===== src/rtl/rts_pkg.sv =====
package rts_pkg;

  typedef enum logic [2:0] {
    ST_WAIT,
    ST_PWRUP,
    ST_SETTLE,
    ST_RUN,
    ST_EXT,
    ST_BROWN
  } seq_state_e;

  typedef enum logic [1:0] {
    OSC_LP = 2'b00,
    OSC_XT = 2'b01,
    OSC_HS = 2'b10,
    OSC_RC = 2'b11
  } osc_mode_e;

endpackage


===== src/rtl/rts_event_counter.sv =====
// Counts inc_i pulses while run_i is high; done_o flags the LIMIT-th one.
module rts_event_counter #(
  parameter int unsigned LIMIT = 1024
) (
  input  logic clk_i,
  input  logic rst_ni,
  input  logic run_i,
  input  logic inc_i,
  output logic done_o
);
  localparam int unsigned CW = $clog2(LIMIT + 1);

  logic [CW-1:0] cnt_q;

  always_ff @(posedge clk_i or negedge rst_ni) begin
    if (!rst_ni)     cnt_q <= '0;
    else if (!run_i) cnt_q <= '0;
    else if (inc_i)  cnt_q <= cnt_q + 1'b1;
  end

  assign done_o = run_i && inc_i && (cnt_q == CW'(LIMIT - 1));

  // reaching the limit must move the sequencer out of the stage
  AST_CNT_LEAVES_STAGE: assert property (@(posedge clk_i) disable iff (!rst_ni)
    (cnt_q == CW'(LIMIT)) |-> !run_i);

endmodule


===== src/rtl/rts_brown_filter.sv =====
// Minimum-duration filter on the supply-low flag, timed in RC ticks.
module rts_brown_filter #(
  parameter int unsigned TICKS = 2
) (
  input  logic clk_i,
  input  logic rst_ni,
  input  logic en_i,
  input  logic low_i,
  input  logic tick_i,
  output logic trip_o
);
  localparam int unsigned CW = $clog2(TICKS + 1);

  logic [CW-1:0] cnt_q;
  logic          armed;

  assign armed = en_i && low_i;

  always_ff @(posedge clk_i or negedge rst_ni) begin
    if (!rst_ni)                           cnt_q <= '0;
    else if (!armed)                       cnt_q <= '0;
    else if (tick_i && cnt_q != CW'(TICKS)) cnt_q <= cnt_q + 1'b1;
  end

  // live flag gates the output so the hold ends on the edge the flag clears
  assign trip_o = armed && (cnt_q == CW'(TICKS));

  AST_TRIP_NEEDS_TICK: assert property (@(posedge clk_i) disable iff (!rst_ni)
    $rose(trip_o) |-> $past(low_i && tick_i));

endmodule


===== src/rtl/rts_rel_sync.sv =====
// Two-flop release path: reset asserted at once by rst_ni, released on clk_i.
module rts_rel_sync (
  input  logic clk_i,
  input  logic rst_ni,
  input  logic run_i,
  output logic rst_o
);
  logic q1, q2;

  always_ff @(posedge clk_i or negedge rst_ni) begin
    if (!rst_ni) begin
      q1 <= 1'b0;
      q2 <= 1'b0;
    end else begin
      q1 <= run_i;
      q2 <= q1;
    end
  end

  assign rst_o = ~q2;

endmodule


===== src/rtl/reset_timeout_seq.sv =====
module reset_timeout_seq
  import rts_pkg::*;
#(
  parameter int unsigned PWRUP_TICKS   = 1440,
  parameter int unsigned BROWN_TICKS   = 2,
  parameter int unsigned SETTLE_CYCLES = 1024
) (
  input  logic       clk_i,
  input  logic       rst_ni,
  input  logic       pwr_on_i,
  input  logic       ext_rst_ni,
  input  logic       brown_low_i,
  input  logic       rc_tick_i,
  input  logic       cfg_pwrup_en_i,
  input  logic       cfg_brown_en_i,
  input  logic [1:0] cfg_osc_mode_i,
  output logic       core_rst_o
);

  seq_state_e state_q, state_d;
  seq_state_e first_stage, after_pwrup;
  logic       pwrup_use, xtal;
  logic       pwrup_done, settle_done, brown_trip;

  assign pwrup_use = cfg_pwrup_en_i || cfg_brown_en_i;
  assign xtal      = (cfg_osc_mode_i != OSC_RC);

  rts_event_counter #(.LIMIT(PWRUP_TICKS)) i_pwrup_cnt (
    .clk_i  (clk_i),
    .rst_ni (rst_ni),
    .run_i  (state_q == ST_PWRUP),
    .inc_i  (rc_tick_i),
    .done_o (pwrup_done)
  );

  rts_event_counter #(.LIMIT(SETTLE_CYCLES)) i_settle_cnt (
    .clk_i  (clk_i),
    .rst_ni (rst_ni),
    .run_i  (state_q == ST_SETTLE),
    .inc_i  (1'b1),
    .done_o (settle_done)
  );

  rts_brown_filter #(.TICKS(BROWN_TICKS)) i_brown_flt (
    .clk_i  (clk_i),
    .rst_ni (rst_ni),
    .en_i   (cfg_brown_en_i),
    .low_i  (brown_low_i),
    .tick_i (rc_tick_i),
    .trip_o (brown_trip)
  );

  always_comb begin
    after_pwrup = xtal ? ST_SETTLE : ST_RUN;
    first_stage = pwrup_use ? ST_PWRUP : after_pwrup;
    state_d     = state_q;
    // priority: external pin, then brown-out, then sequence progress
    if (!ext_rst_ni)     state_d = ST_EXT;
    else if (brown_trip) state_d = ST_BROWN;
    else begin
      unique case (state_q)
        ST_WAIT, ST_RUN: if (pwr_on_i)     state_d = first_stage;
        ST_EXT:                            state_d = first_stage;
        ST_BROWN:        if (!brown_low_i) state_d = first_stage;
        ST_PWRUP:        if (pwrup_done)   state_d = after_pwrup;
        ST_SETTLE:       if (settle_done)  state_d = ST_RUN;
        default:                           state_d = ST_WAIT;
      endcase
    end
  end

  always_ff @(posedge clk_i or negedge rst_ni) begin
    if (!rst_ni) state_q <= ST_WAIT;
    else         state_q <= state_d;
  end

  rts_rel_sync i_rel_sync (
    .clk_i  (clk_i),
    .rst_ni (rst_ni),
    .run_i  (state_q == ST_RUN),
    .rst_o  (core_rst_o)
  );

  AST_EXT_HOLDS: assert property (@(posedge clk_i) disable iff (!rst_ni)
    !ext_rst_ni |-> ##3 core_rst_o);

  AST_RC_NO_SETTLE: assert property (@(posedge clk_i) disable iff (!rst_ni)
    (state_q != ST_SETTLE && cfg_osc_mode_i == OSC_RC) |=> state_q != ST_SETTLE);

  AST_BROWN_FORCES_PWRUP: assert property (@(posedge clk_i) disable iff (!rst_ni)
    (state_q == ST_WAIT && pwr_on_i && ext_rst_ni && !brown_trip && cfg_brown_en_i)
      |=> state_q == ST_PWRUP);

  AST_SYNC_RELEASE: assert property (@(posedge clk_i) disable iff (!rst_ni)
    $fell(core_rst_o) |-> $past(state_q == ST_RUN, 2));

  AST_NO_RUN_WITHOUT_START: assert property (@(posedge clk_i) disable iff (!rst_ni)
    (state_q == ST_WAIT && !pwr_on_i) |=> state_q != ST_RUN);

endmodule


===== config.mk =====
export PLATFORM = sky130hd
export DESIGN_NAME = reset_timeout_seq
export DESIGN_NICKNAME = d
export VERILOG_FILES = /design/src/rtl/rts_pkg.sv /design/src/rtl/rts_event_counter.sv /design/src/rtl/rts_brown_filter.sv /design/src/rtl/rts_rel_sync.sv /design/src/rtl/reset_timeout_seq.sv
export SDC_FILE = /design/constraint.sdc
export NUM_CORES = 1
export LEC_CHECK = 0
export BUFFER_PORTS_ARGS = -buffer_cell sky130_fd_sc_hd__buf_2
export CAP_MARGIN = 10
export CORE_MARGIN = 4
export CORE_UTILIZATION = 55
export CTS_CLUSTER_DIAMETER = 120
export DETAILED_ROUTE_END_ITERATION = 16
export GPL_ROUTABILITY_DRIVEN = 0
export GPL_TIMING_DRIVEN = 0
export PLACE_DENSITY = 0.74
export SYNTH_ARGS = -nofsm -noshare
export SYNTH_HDL_FRONTEND = slang
export SYNTH_SLANG_ARGS = --single-unit

===== constraint.sdc =====
create_clock -name clk_i -period 1.77 [get_ports clk_i]
set_input_delay 0 -clock clk_i [delete_from_list [all_inputs] [get_ports clk_i]]
set_output_delay 0 -clock clk_i [all_outputs]
set_load 0.01 [all_outputs]

Yosys cells after proc, flatten, opt, wreduce, memory -nomap -nowiden:

Cells that the tools add are included.

* register bits after elaboration: 29
* bits of input ports: 10
* output and inout port bits: 1
* word-level logic and storage cells: 50

* $add $sub $neg: 3
* equal/unequal tests: 16
* mux-type cells: 14
* bitwise gates (word level): 1
* reduce and logical (&&, ||, !) cells: 10

Operators by type and width (count)
* $mux W11: 3
* $add A11 B1 Y11 const B: 2
* $mux W3: 6
* $ne A4 B4 Y1 const B: 4
* $pmux W3 S5: 1
* $eq A11 B10 Y1 const B: 1
* $eq A11 B11 Y1 const B: 1
* $ne A2 B2 Y1 const B: 4
* $eq A3 B2 Y1 const B: 2
* $eq A3 B3 Y1 const B: 2
* $logic_and A1 B1 Y1: 6
* $mux W2: 3
* $reduce_and A4 Y1: 1
* $eq A3 B1 Y1 const B: 1
* $logic_not A3 Y1: 1
* $add A2 B1 Y2 const B: 1
* $eq A2 B2 Y1 const B: 1
* $reduce_or A2 Y1: 1
* $logic_or A1 B1 Y1: 1
* $mux W1: 1
* $not A1 Y1: 1

Logic depth before layout (Yosys ltp):

Gate-level depths: netlist of run 1.

* word-level depth: 7
* mapped depth: 6
* depth with buffers taken out: 6

Modules after synthesis:

Synthesis of run 1 repeated with hierarchy kept, for this count alone.

* cells, all modules: 156
* area total of the unflattened synthesis: 1582.8 um2

By module, submodules not included
* rts_event_counter at i_pwrup_cnt: instances 1, cells each 57, area an instance 571.8 um2, sequential area each 275.3 um2
* rts_event_counter at i_settle_cnt: instances 1, cells each 53, area an instance 565.5 um2, sequential area each 275.3 um2
* reset_timeout_seq: instances 1, cells each 30, area an instance 265.3 um2, sequential area each 75.1 um2
* rts_brown_filter: instances 1, cells each 13, area an instance 126.4 um2, sequential area each 50.0 um2
* rts_rel_sync: instances 1, cells each 3, area an instance 53.8 um2, sequential area each 50.0 um2

Worst setup path before layout of run 1:

OpenSTA, ideal clock, no wires.

* kind: flip-flop to flip-flop
* start: register state_q[1]
* end: register state_q[1]
* setup time: 120 ps
* arrival time: 1319 ps
* data required time: 1650 ps
* slack: 330 ps
* stages on the path, launching flop included: 6
* path buffers: 1
* period minus slack after synthesis: 1440 ps
* cell sequence: dfrtp_1 -> buf_2 -> or3_4 -> a31oi_4 -> nor4b_2 -> a41o_1

* word-level cells in the longest chain between the ends: 5
* elaborated cells on any way between the ends: 18
* those cells by class: eq/ne: 9; mux: 3; reduce/logical: 6

RTL lines
* from (decl): RTL line reset_timeout_seq.sv:20 `seq_state_e state_q, state_d;`
* from (signal assigned): RTL line reset_timeout_seq.sv:74 `else state_q <= state_d;`
* $eq A3 B2 Y1, or another cell as far along: RTL line reset_timeout_seq.sv:61 `unique case (state_q)`
* $reduce_or A2 Y1 / $logic_and A1 B1 Y1 (equally long branches): RTL line reset_timeout_seq.sv:61, rts_event_counter.sv:21
* $pmux W3 S5 / $logic_and A1 B1 Y1 (equally long branches): RTL line reset_timeout_seq.sv:61, rts_event_counter.sv:21
* $mux W3 / $ne A4 B4 Y1 (equally long branches)
* $mux W3 / $reduce_and A4 Y1 (equally long branches)

Several ways; a longest one is shown, not always the timed one.
A chain may end at the register's enable or synchronous reset.

Worst setup path in the final report of run 1:

* start: register i_settle_cnt.cnt_q[0]
* end: register state_q[1]

* word-level cells in the longest chain between the ends: 4

RTL lines
* from (decl): RTL line rts_event_counter.sv:13 `logic [CW-1:0] cnt_q;`
* from (signal assigned): RTL line rts_event_counter.sv:18 `else if (inc_i) cnt_q <= cnt_q + 1'b1;`
* $eq A11 B10 Y1: RTL line rts_event_counter.sv:21 `assign done_o = run_i && inc_i && (cnt_q == CW'(LIMIT - 1));`
* $logic_and A1 B1 Y1: RTL line rts_event_counter.sv:21
* $ne A4 B4 Y1 (no line)
* $reduce_and A4 Y1 (no line)

No other way between the ends.

==> results.sh, run 1 <==
export IMPL_status="completed"
export IMPL_grt_usage_pct=17.7
export IMPL_min_path_type="in2reg"
export IMPL_h_tree_depth=2
export IMPL_diodes=0
export IMPL_finalNetCount=180
export IMPL_place_area_mm2=0.00155
export IMPL_core_area_mm2=0.00250
export IMPL_power_density_mw_per_mm2=794
export IMPL_cp_required_ps=2040
export IMPL_cp_end_kind="register"
export IMPL_grt_max_degree=30
export IMPL_seq_area_frac_synth_pct=49.7
export IMPL_peakVddDrop_mv=0.584
export IMPL_finalWorstSetupSlack_ps=187
export IMPL_drive_gt1_share_pct=17.3
export IMPL_rows=18
export IMPL_dieArea_mm2=0.00354
export IMPL_cts_buffers=5
export IMPL_wirelength_mm=2.51
export IMPL_root_buffer="clkbuf_4"
export IMPL_grt_overflow=0
export IMPL_crit_path_max_incr_delay_ps=400
export IMPL_drc_errors=0
export IMPL_slowest_stage="dfrtp_1"
export IMPL_cts_resized_gates=0
export IMPL_clk_path_buf_depth=2
export IMPL_cts_tree="built"
export IMPL_synth_distinct_cells=36
export IMPL_top_layer="met4"
export IMPL_leakage_nw=0.717
export IMPL_synthCells=146
export IMPL_finalHoldViolCount=0
export IMPL_drt_first_pass_iters=4
export IMPL_yosysWarnings=0
export IMPL_synth_seq_cells=29
export IMPL_route_layer_met1_wl_mm=1.15
export IMPL_avgRoutedWirePerCell_um=12.7
export IMPL_drt_iter0_markers=53
export IMPL_wl_met3_um=74
export IMPL_ios=11
export IMPL_place_hpwl_mm=1.75
export IMPL_setup_violations=0
export IMPL_cts_setup_buffers=0
export IMPL_grt_antenna_before_repair=0
export IMPL_tightest_slew_ps=629
export IMPL_dpl_worst_slack_ps=198
export IMPL_skew_ps=8.29
export IMPL_dp_cells=186
export IMPL_vias_per_cell=5.52
export IMPL_initial_utilization_pct=58.4
export IMPL_fin_crit_sh_pct=89.4
export IMPL_port_buffers=10
export IMPL_vias=1092
export IMPL_slew_violations=0
export IMPL_max_cap_viol_count=0
export IMPL_dieHeight_um=59.5
export IMPL_grt_pass1_wl_mm=4.64
export IMPL_area_growth_syn_to_layout_pct=12.5
export IMPL_syn_area_mm2=0.00146
export IMPL_clk_latency_ps=330
export IMPL_cp_arrival_ps=1860
export IMPL_synth_nets=159
export IMPL_stdcell_count=198
export IMPL_fin_crit_ps=1580
export IMPL_synth_avg_cell_area_um2=9.99
export IMPL_path_max_fanout=4
export IMPL_finalSetupTns_ps=0
export IMPL_critical_path_class="reg2reg"
export IMPL_ant_nets=0
export IMPL_cp_start_kind="register"
export IMPL_rsz0062_at_grt="no"
export IMPL_clk_pin_slew_ps=100
export IMPL_relSlewSlack_pct=58.1
export IMPL_die_w_um=59.5
export IMPL_max_freq_ghz=0.632
export IMPL_grt_pass1_vias=1151
export IMPL_cts_sinks=29
export IMPL_wl_met2_mm=1.23
export IMPL_fin_area_mm2=0.00164
export IMPL_path_cells="ha_1, nand2_1, nor4_4, o21ai_2, nor4b_2, a41o_1"
## cell type report
type / count / area, µm²
sequential: 29 / 726
fill: 211 / 858
timing repair buffer: 14 / 90.1
tap: 30 / 37.5
clock inverter: 3 / 17.5
inverter: 5 / 18.8
buffer: 3 / 12.5
clock buffer: 5 / 37.5
multi-input combinational: 109 / 702
## worst paths after layout
kind / from / end / slack (ps) / cells past startpoint
max: i_settle_cnt.cnt_q[0] / state_q[1] / 190 / 6
min: rc_tick_i / i_pwrup_cnt.cnt_q[0] / 30 / 3
max reg2reg: i_settle_cnt.cnt_q[0] / state_q[1] / 190 / 6
min reg2reg: i_rel_sync.q1 / i_rel_sync.q2 / 350 / 0
max in group asynchronous: rst_ni / i_pwrup_cnt.cnt_q[9] / 1140 / 2
min in group asynchronous: rst_ni / i_settle_cnt.cnt_q[5] / 210 / 2
## cells in the final DEF (no fill, tap or decap), types with 3 or more instances in the layout
cell            n
xnor2_1         7
nor3_1          3
nand3_1         8
buf_2          11
ha_1            3
and3_1          4
dlygate4sd3_1   4
clkbuf_4        5
dfrtp_1        29
nand4_1         4
inv_1           4
nor2_1         30
xor2_1         11
a21oi_1         5
nand2_1        11
## stage by stage
stage          util (%)  power (mW)  hold slack [ps]
6_report           65.7        1.30             25.9
5_1_grt            65.7        1.38             43.1
4_1_cts            65.7        1.33             23.7
3_5_place_dp       61.9       0.929             52.5
3_3_place_gp       61.9       0.921             50.2
2_1_floorplan         -       0.868             -296
## power by group
group | internal (mW) | switching [mW] | total, mW
Combinational | 0.0906 | 0.115 | 0.206
Sequential | 0.686 | 0.0290 | 0.715
Clock | 0.149 | 0.233 | 0.383
## layer usage
metal | global-route usage (%) | vias up
met5 | 0 | -
met4 | 10.8 | 0
met3 | 4.58 | 7
met2 | 29.5 | 13
met1 | 20.2 | 530
li1 | - | 542
## cells by family (layout without fill, tap and decap cells)
family	Yosys count	after routing	share of synthesized area [%]
compound gates	14	14	7.55
xor+xnor	18	18	10.8
fa+ha+maj	3	3	2.57
buf+inv	8	30	2.14
flops	29	29	49.7
mux	2	2	1.37
simple gates	72	72	25.8
## timing repair
| action | in CTS | in global routing |
|---|---|---|
| endpoints found under the hold margin | 33 | 0 |
| hold buffers | 4 | 0 |
| endpoints found under the setup margin | 0 | 0 |
## worst max-delay path, delay by kind of cell (launching register included)
family | cells | cell delay (ps)
AO/OA/AOI/OAI | 2 | 240
AND/OR/NAND/NOR | 3 | 650
flip-flops | 1 | 400
adder cells (fa/ha/maj) | 1 | 230
## synthesized netlist by cell type
cell type / number / area share [%]
a21oi_1: 5 / 1.7
a31oi_4: 1 / 1.5
a41o_1: 1 / 0.69
and3_1: 4 / 1.7
and3_2: 1 / 0.51
and4b_1: 1 / 0.69
buf_2: 1 / 0.34
clkbuf_1: 2 / 0.51
dfrtp_1: 29 / 50
ha_1: 3 / 2.6
inv_1: 4 / 1.0
inv_2: 1 / 0.26
mux2i_1: 2 / 1.4
nand2_1: 11 / 2.8
nand2b_1: 1 / 0.43
nand3_1: 8 / 2.7
nand3_2: 1 / 0.69
nand4_1: 4 / 1.7
nor2_1: 30 / 7.7
nor3_1: 3 / 1.0
nor3b_1: 1 / 0.51
nor4_1: 1 / 0.43
nor4_4: 1 / 1.5
nor4b_2: 1 / 1.0
nor4bb_1: 1 / 0.69
o211ai_1: 1 / 0.51
o21ai_0: 1 / 0.34
o21ai_2: 1 / 0.60
o21bai_2: 1 / 0.77
o22ai_1: 2 / 0.86
o31a_1: 1 / 0.60
or2_2: 1 / 0.43
or3_1: 1 / 0.43
or3_4: 1 / 0.77
xnor2_1: 7 / 4.2
xor2_1: 11 / 6.6
## registers in the layout (all words and copies together), names as in the netlist
register	cells
i_pwrup_cnt.cnt_q	11
i_settle_cnt.cnt_q	11
state_q	3
i_brown_flt.cnt_q	2
i_rel_sync.q1	1
i_rel_sync.q2	1
Power figures use the tool's default switching activity.
==> run 2: changes to the inputs <==
Settings changed: SYNTH_HIERARCHICAL set to 1.
==> results.sh, run 2 <==
export IMPL_initial_utilization_pct=57.4
export IMPL_cp_arrival_ps=2350
export IMPL_hold_end="i_brown_flt/cnt_q[0]"
export IMPL_slowest_stage="or4b_4"
export IMPL_area_growth_syn_to_layout_pct=20.8
export IMPL_netlist_top_cells_area="dfrtp_1 46%, a21oi_1 3.8%, nor2_1 3.6%, o31ai_1 3.3%, or4_1 3.3%"
export IMPL_grt_antenna_before_repair=0
export IMPL_dieArea_mm2=0.00380
export IMPL_fillers=196
export IMPL_yosysTopAreaCell="dfrtp_1"
export IMPL_max_freq_ghz=0.478
export IMPL_cts_sinks=29
export IMPL_syn_area_mm2=0.00158
export IMPL_peakVddDrop_mv=0.589
export IMPL_dp_cells=197
export IMPL_synth_seq_cells=29
export IMPL_stdcell_count=219
export IMPL_cp_start_kind="register"
export IMPL_max_cap_viol_count=0
export IMPL_grt_usage_pct=22.2
export IMPL_finalNetCount=201
export IMPL_clk_latency_ps=330
export IMPL_violations="negative setup slack"
export IMPL_combPwrFrac_pct=15.0
export IMPL_diodes=0
export IMPL_place_area_mm2=0.00168
export IMPL_dieHeight_um=61.6
export IMPL_power_mw=1.30
export IMPL_grt_overflow=0
export IMPL_rows=19
export IMPL_dpl_worst_slack_ps=-474
export IMPL_path_max_fanout=3
export IMPL_fin_area_mm2=0.00191
export IMPL_min_path_type="in2reg"
export IMPL_r2r_cells=9
export IMPL_synthCells=156
export IMPL_reg_largest_list="i_pwrup_cnt/cnt_q (11), i_settle_cnt/cnt_q (11), state_q (3)"
export IMPL_drc_errors=0
export IMPL_synth_distinct_cells=44
export IMPL_wirelength_mm=3.37
export IMPL_ant_nets=0
export IMPL_seq_area_frac_synth_pct=45.8
export IMPL_synth_top_cells_by_count="29 x dfrtp_1, 15 x nor2_1, 13 x nand2_1"
export IMPL_port_buffers=10
export IMPL_avgRoutedWirePerCell_um=15.4
export IMPL_worstHoldStart="rc_tick_i"
export IMPL_cp_end_kind="register"
export IMPL_crit_path_max_incr_delay_ps=500
export IMPL_root_buffer="clkbuf_4"
export IMPL_power_switching_mw=0.339
export IMPL_clk_path_buf_depth=2
export IMPL_finalHoldViolCount=0
export IMPL_slew_violations=0
export IMPL_cts_tree="built"
export IMPL_path_cells="nand2b_4, nor2_4, nand2b_1, or4b_4, nor3_4, mux2_4, o21ai_2, a2111o_1, a21boi_1"
export IMPL_whs_path_depth=4
export IMPL_cp_top_family="simple AND/OR/NAND/NOR gates"
export IMPL_layout_commonest_cell="dfrtp_1"
export IMPL_core_area_mm2=0.00276
export IMPL_status="finished, violations left"
export IMPL_place_hpwl_mm=2.11
export IMPL_synth_top_cell_area_share_pct=45.8
export IMPL_die_w_um=61.6
export IMPL_drive_gt1_share_pct=28.7
export IMPL_relSlewSlack_pct=57.8
export IMPL_vias_per_cell=6.01
export IMPL_synth_flop_cell="dfrtp_1"
export IMPL_synth_nets=169
export IMPL_vias=1317
export IMPL_swShare_pct=26.0
export IMPL_r2r_slack_ps=-320
export IMPL_power_density_mw_per_mm2=681
export IMPL_skew_ps=7.35
export IMPL_pwr_share_seq_pct=53.1
export IMPL_tightest_slew_ps=633
export IMPL_leakage_nw=0.799
export IMPL_async_flop_share_pct=100
export IMPL_hold_ws_ps=5.35
export IMPL_layout_common_cells="26 x dfrtp_1, 13 x nor2_1, 13 x nand2_1"
export IMPL_rsz0062_at_grt="yes"
export IMPL_h_tree_depth=2
export IMPL_clk_pin_slew_ps=90
export IMPL_grt_pass1_wl_mm=6.04
export IMPL_p_int_mw=0.963
export IMPL_grt_pass1_vias=1336
export IMPL_rr_endpoint="state_q[1]"
export IMPL_synth_avg_cell_area_um2=10.1
export IMPL_ios=11
export IMPL_yosysWarnings=6
export IMPL_drt_iter0_markers=94
export IMPL_fin_crit_sh_pct=118
export IMPL_grt_max_degree=30
export IMPL_critical_path_class="reg2reg"
export IMPL_finalWorstSetupSlack_ps=-324
export IMPL_crit_buf_inv=0
export IMPL_synth_most_common_cell="dfrtp_1"
export IMPL_r2r_start="state_q[2]"
export IMPL_cp_required_ps=2030
export IMPL_fin_crit_ps=2090
export IMPL_cts_buffers=5
export IMPL_drt_first_pass_iters=5
export IMPL_synth_edf_count=0
export IMPL_power_frac_clock_pct=31.9
export IMPL_setup_violations=2
run 2: cell count changes after synthesis, moves of 3 or more:
| cell | previous run | this run |
|---|---|---|
| o21ai_0 | 1 | 4 |
| nand3_1 | 8 | 5 |
| xnor2_1 | 7 | 3 |
| nand2b_1 | 1 | 4 |
| and3_1 | 4 | 0 |
| nor2_1 | 30 | 15 |
| a21oi_1 | 5 | 12 |
| xor2_1 | 11 | 5 |
| o31ai_1 | 0 | 7 |
| or4_1 | 0 | 7 |
| inv_1 | 4 | 7 |
run 2: logic make-up after synthesis:
| group | share of synthesized area, % |
|---|---|
| compound gates | 14.3 |
| mux | 2.85 |
| buf+inv | 3.79 |
| xor+xnor | 4.43 |
| flops | 45.9 |
| other cells | 0.237 |
| simple gates | 26.2 |
| fa+ha+maj | 2.37 |
run 2: how the worst max path moves through the flow:
stage | end | start | depth (start not counted)
2_1_floorplan | state_q[1] | state_q[2] | 9
3_3_place_gp | state_q[1] | state_q[2] | 9
3_5_place_dp | state_q[1] | state_q[2] | 9
4_1_cts | state_q[1] | state_q[2] | 9
5_1_grt | state_q[1] | state_q[2] | 9
6_report | state_q[1] | state_q[2] | 9
run 2: worst min-delay path, cell delays in order:
cell and delay, ps:
buf_2 120, nand2b_4 60, nand2_1 70, a21oi_2 50
run 2: layout make-up:
type                            instances  area, µm²  share of cell area [%]
Tap cell                               31       38.8                    2.03
Multi-Input combinational cell        115        837                    43.8
Buffer                                  3       26.3                    1.37
Clock buffer                            7       55.1                    2.88
Inverter                                9       33.8                    1.77
Sequential cell                        29        729                    38.2
Timing Repair Buffer                   25        191                    10.0
run 2: through the flow:
step | setup TNS, ps | util (%)
floorplan | -361 | -
global placement | -702 | 60.9
detailed placement | -768 | 60.9
CTS | -642 | 69.2
global route | -762 | 69.3
finish | -603 | 69.3
run 2: timing repair:
action | 4_1_cts | 5_1_grt
hold buffers | 4 | 0
hold endpoints to repair | 33 | 0
pin swaps | 2 | 0
buffers inserted | 13 | 1
setup endpoints to repair | 2 | 3
resized for setup | 11 | 8
run 2: routing by layer:
layer / routed length, µm / global-route usage [%]
met5: 0 / 0
met1: 1490 / 26.7
met3: 165 / 8.18
met4: 38 / 6.97
met2: 1680 / 36.9
run 2: power groups by stage:
stage	clock network (mW)	registers, mW	logic (mW)
floorplan	0	0.701	0.0934
global placement	0	0.704	0.130
detailed placement	0	0.705	0.134
CTS	0.418	0.690	0.198
global route	0.465	0.694	0.215
finish	0.415	0.691	0.196
==> run 3: changes to the inputs <==
Settings changed: CAP_MARGIN 10 to 40, CORE_UTILIZATION 55 to 40, PLACE_DENSITY 0.74 to unset.
==> results.sh, run 3 (synthesized netlist as in run 2, its figures left out) <==
export IMPL_max_freq_ghz=0.458
export IMPL_critical_path_class="reg2reg"
export IMPL_vias_per_cell=5.40
export IMPL_diodes=0
export IMPL_initial_utilization_pct=42.3
export IMPL_swShare_pct=24.6
export IMPL_finalWorstSetupSlack_ps=-414
export IMPL_setup_violations=2
export IMPL_clk_pin_slew_ps=60
export IMPL_pwr_share_seq_pct=50.7
export IMPL_dieArea_mm2=0.00503
export IMPL_fin_area_mm2=0.00189
export IMPL_cp_required_ps=1970
export IMPL_drt_iter0_markers=54
export IMPL_cts_buffers=5
export IMPL_layout_common_cells="27 x dfrtp_1, 14 x nor2_1, 13 x nand2_1"
export IMPL_tightest_slew_ps=639
export IMPL_ios=11
export IMPL_r2r_cells=9
export IMPL_drt_first_pass_iters=4
export IMPL_slew_violations=0
export IMPL_port_buffers=10
export IMPL_reg_largest_list="i_pwrup_cnt/cnt_q (11), i_settle_cnt/cnt_q (11), state_q (3)"
export IMPL_power_switching_mw=0.336
export IMPL_grt_antenna_before_repair=0
export IMPL_avgRoutedWirePerCell_um=12.5
export IMPL_die_w_um=70.9
export IMPL_skew_ps=7.95
export IMPL_whs_path_depth=3
export IMPL_path_max_fanout=3
export IMPL_stdcell_count=231
export IMPL_finalHoldViolCount=0
export IMPL_clk_path_buf_depth=2
export IMPL_cp_start_kind="register"
export IMPL_min_path_type="in2reg"
export IMPL_grt_usage_pct=12.3
export IMPL_fin_crit_sh_pct=123
export IMPL_layout_commonest_cell="dfrtp_1"
export IMPL_power_mw=1.36
export IMPL_violations="negative setup slack"
export IMPL_combPwrFrac_pct=12.1
export IMPL_finalSetupTns_ps=-652
export IMPL_cts_tree="built"
export IMPL_grt_overflow=0
export IMPL_rsz0062_at_grt="yes"
export IMPL_wirelength_mm=2.88
export IMPL_hold_ws_ps=14.5
export IMPL_relSlewSlack_pct=57.4
export IMPL_cp_end_kind="register"
export IMPL_p_int_mw=1.03
export IMPL_cp_arrival_ps=2390
export IMPL_rows=22
export IMPL_vias=1248
export IMPL_root_buffer="clkbuf_8"
export IMPL_cts_sinks=29
export IMPL_max_cap_viol_count=0
export IMPL_area_growth_syn_to_layout_pct=19.1
export IMPL_power_frac_clock_pct=37.2
export IMPL_grt_max_degree=30
export IMPL_place_area_mm2=0.00170
export IMPL_core_area_mm2=0.00374
export IMPL_grt_pass1_vias=1208
export IMPL_grt_pass1_wl_mm=5.05
export IMPL_finalNetCount=195
export IMPL_clk_latency_ps=280
export IMPL_status="finished, violations left"
export IMPL_dieHeight_um=70.9
export IMPL_h_tree_depth=2
export IMPL_leakage_nw=0.779
export IMPL_power_density_mw_per_mm2=722
export IMPL_drive_gt1_share_pct=25.7
export IMPL_ant_nets=0
export IMPL_place_hpwl_mm=2.01
export IMPL_dp_cells=214
export IMPL_drc_errors=0
export IMPL_peakVddDrop_mv=0.479
export IMPL_fin_crit_ps=2180
run 3: changes by cell type in the layout (fill, tap and decap cells not counted), sizes merged:
cell	change
buf	-5
dlygate4sd3	-1
clkbuf	-1
clkinv	+2
run 3: per-stage QoR:
step	utilization (%)	worst slack, ps
6_report	50.4	-414
3_5_place_dp	45.4	-480
3_3_place_gp	45.4	-448
2_1_floorplan	-	-265
4_1_cts	49.4	-318
5_1_grt	50.4	-517
run 3: layout make-up:
cell class,count,area [µm²]
clock inverters,2,10.0
multi-input cells,115,830
fillers,369,1860
well taps,48,60.1
plain buffers,3,26.3
repair buffers,19,125
inverters,9,33.8
clock buffers,6,72.6
flip-flops and latches,29,728
run 3: path summary, 6_finish.rpt:
check / start / end / slack [ps]
min in group asynchronous: rst_ni / i_pwrup_cnt/cnt_q[5] / 280
max in group asynchronous: rst_ni / state_q[2] / 1020
setup reg to reg: state_q[2] / state_q[1] / -410
hold reg to reg: i_rel_sync/q1 / i_rel_sync/q2 / 350
setup / recovery: state_q[2] / state_q[1] / -410
hold / removal: cfg_brown_en_i / i_brown_flt/cnt_q[0] / 10
run 3: what timing repair did:
item,CTS,global route
setup endpoints to repair,2,2
resized for setup,3,4
hold endpoints to repair,31,0
hold buffers,3,0
buffers inserted,4,2
pin swaps,1,3
run 3: power by group through the flow:
| stage | registers, mW | logic, mW | clock network, mW |
|---|---|---|---|
| 2_1_floorplan | 0.701 | 0.0934 | 0 |
| 3_3_place_gp | 0.704 | 0.130 | 0 |
| 3_5_place_dp | 0.704 | 0.134 | 0 |
| 4_1_cts | 0.690 | 0.155 | 0.524 |
| 5_1_grt | 0.693 | 0.183 | 0.553 |
| 6_report | 0.690 | 0.164 | 0.507 |
run 3: worst max-delay path: stages (launching register included):
cell,delay [ps]
dfrtp_2,400
nand2b_4,150
nor2_4,110
nand2b_1,80
or4b_4,510
nor3_4,210
mux2_4,180
o21ai_2,60
a2111o_1,300
a21boi_2,120
run 3: metal layers:
layer	track usage, %	part of all wire [%]	routed length [µm]
met5	0	0	0
met4	4.18	0.97	28
met3	4.12	5.3	153
met2	20.3	49	1400
met1	15.2	45	1300
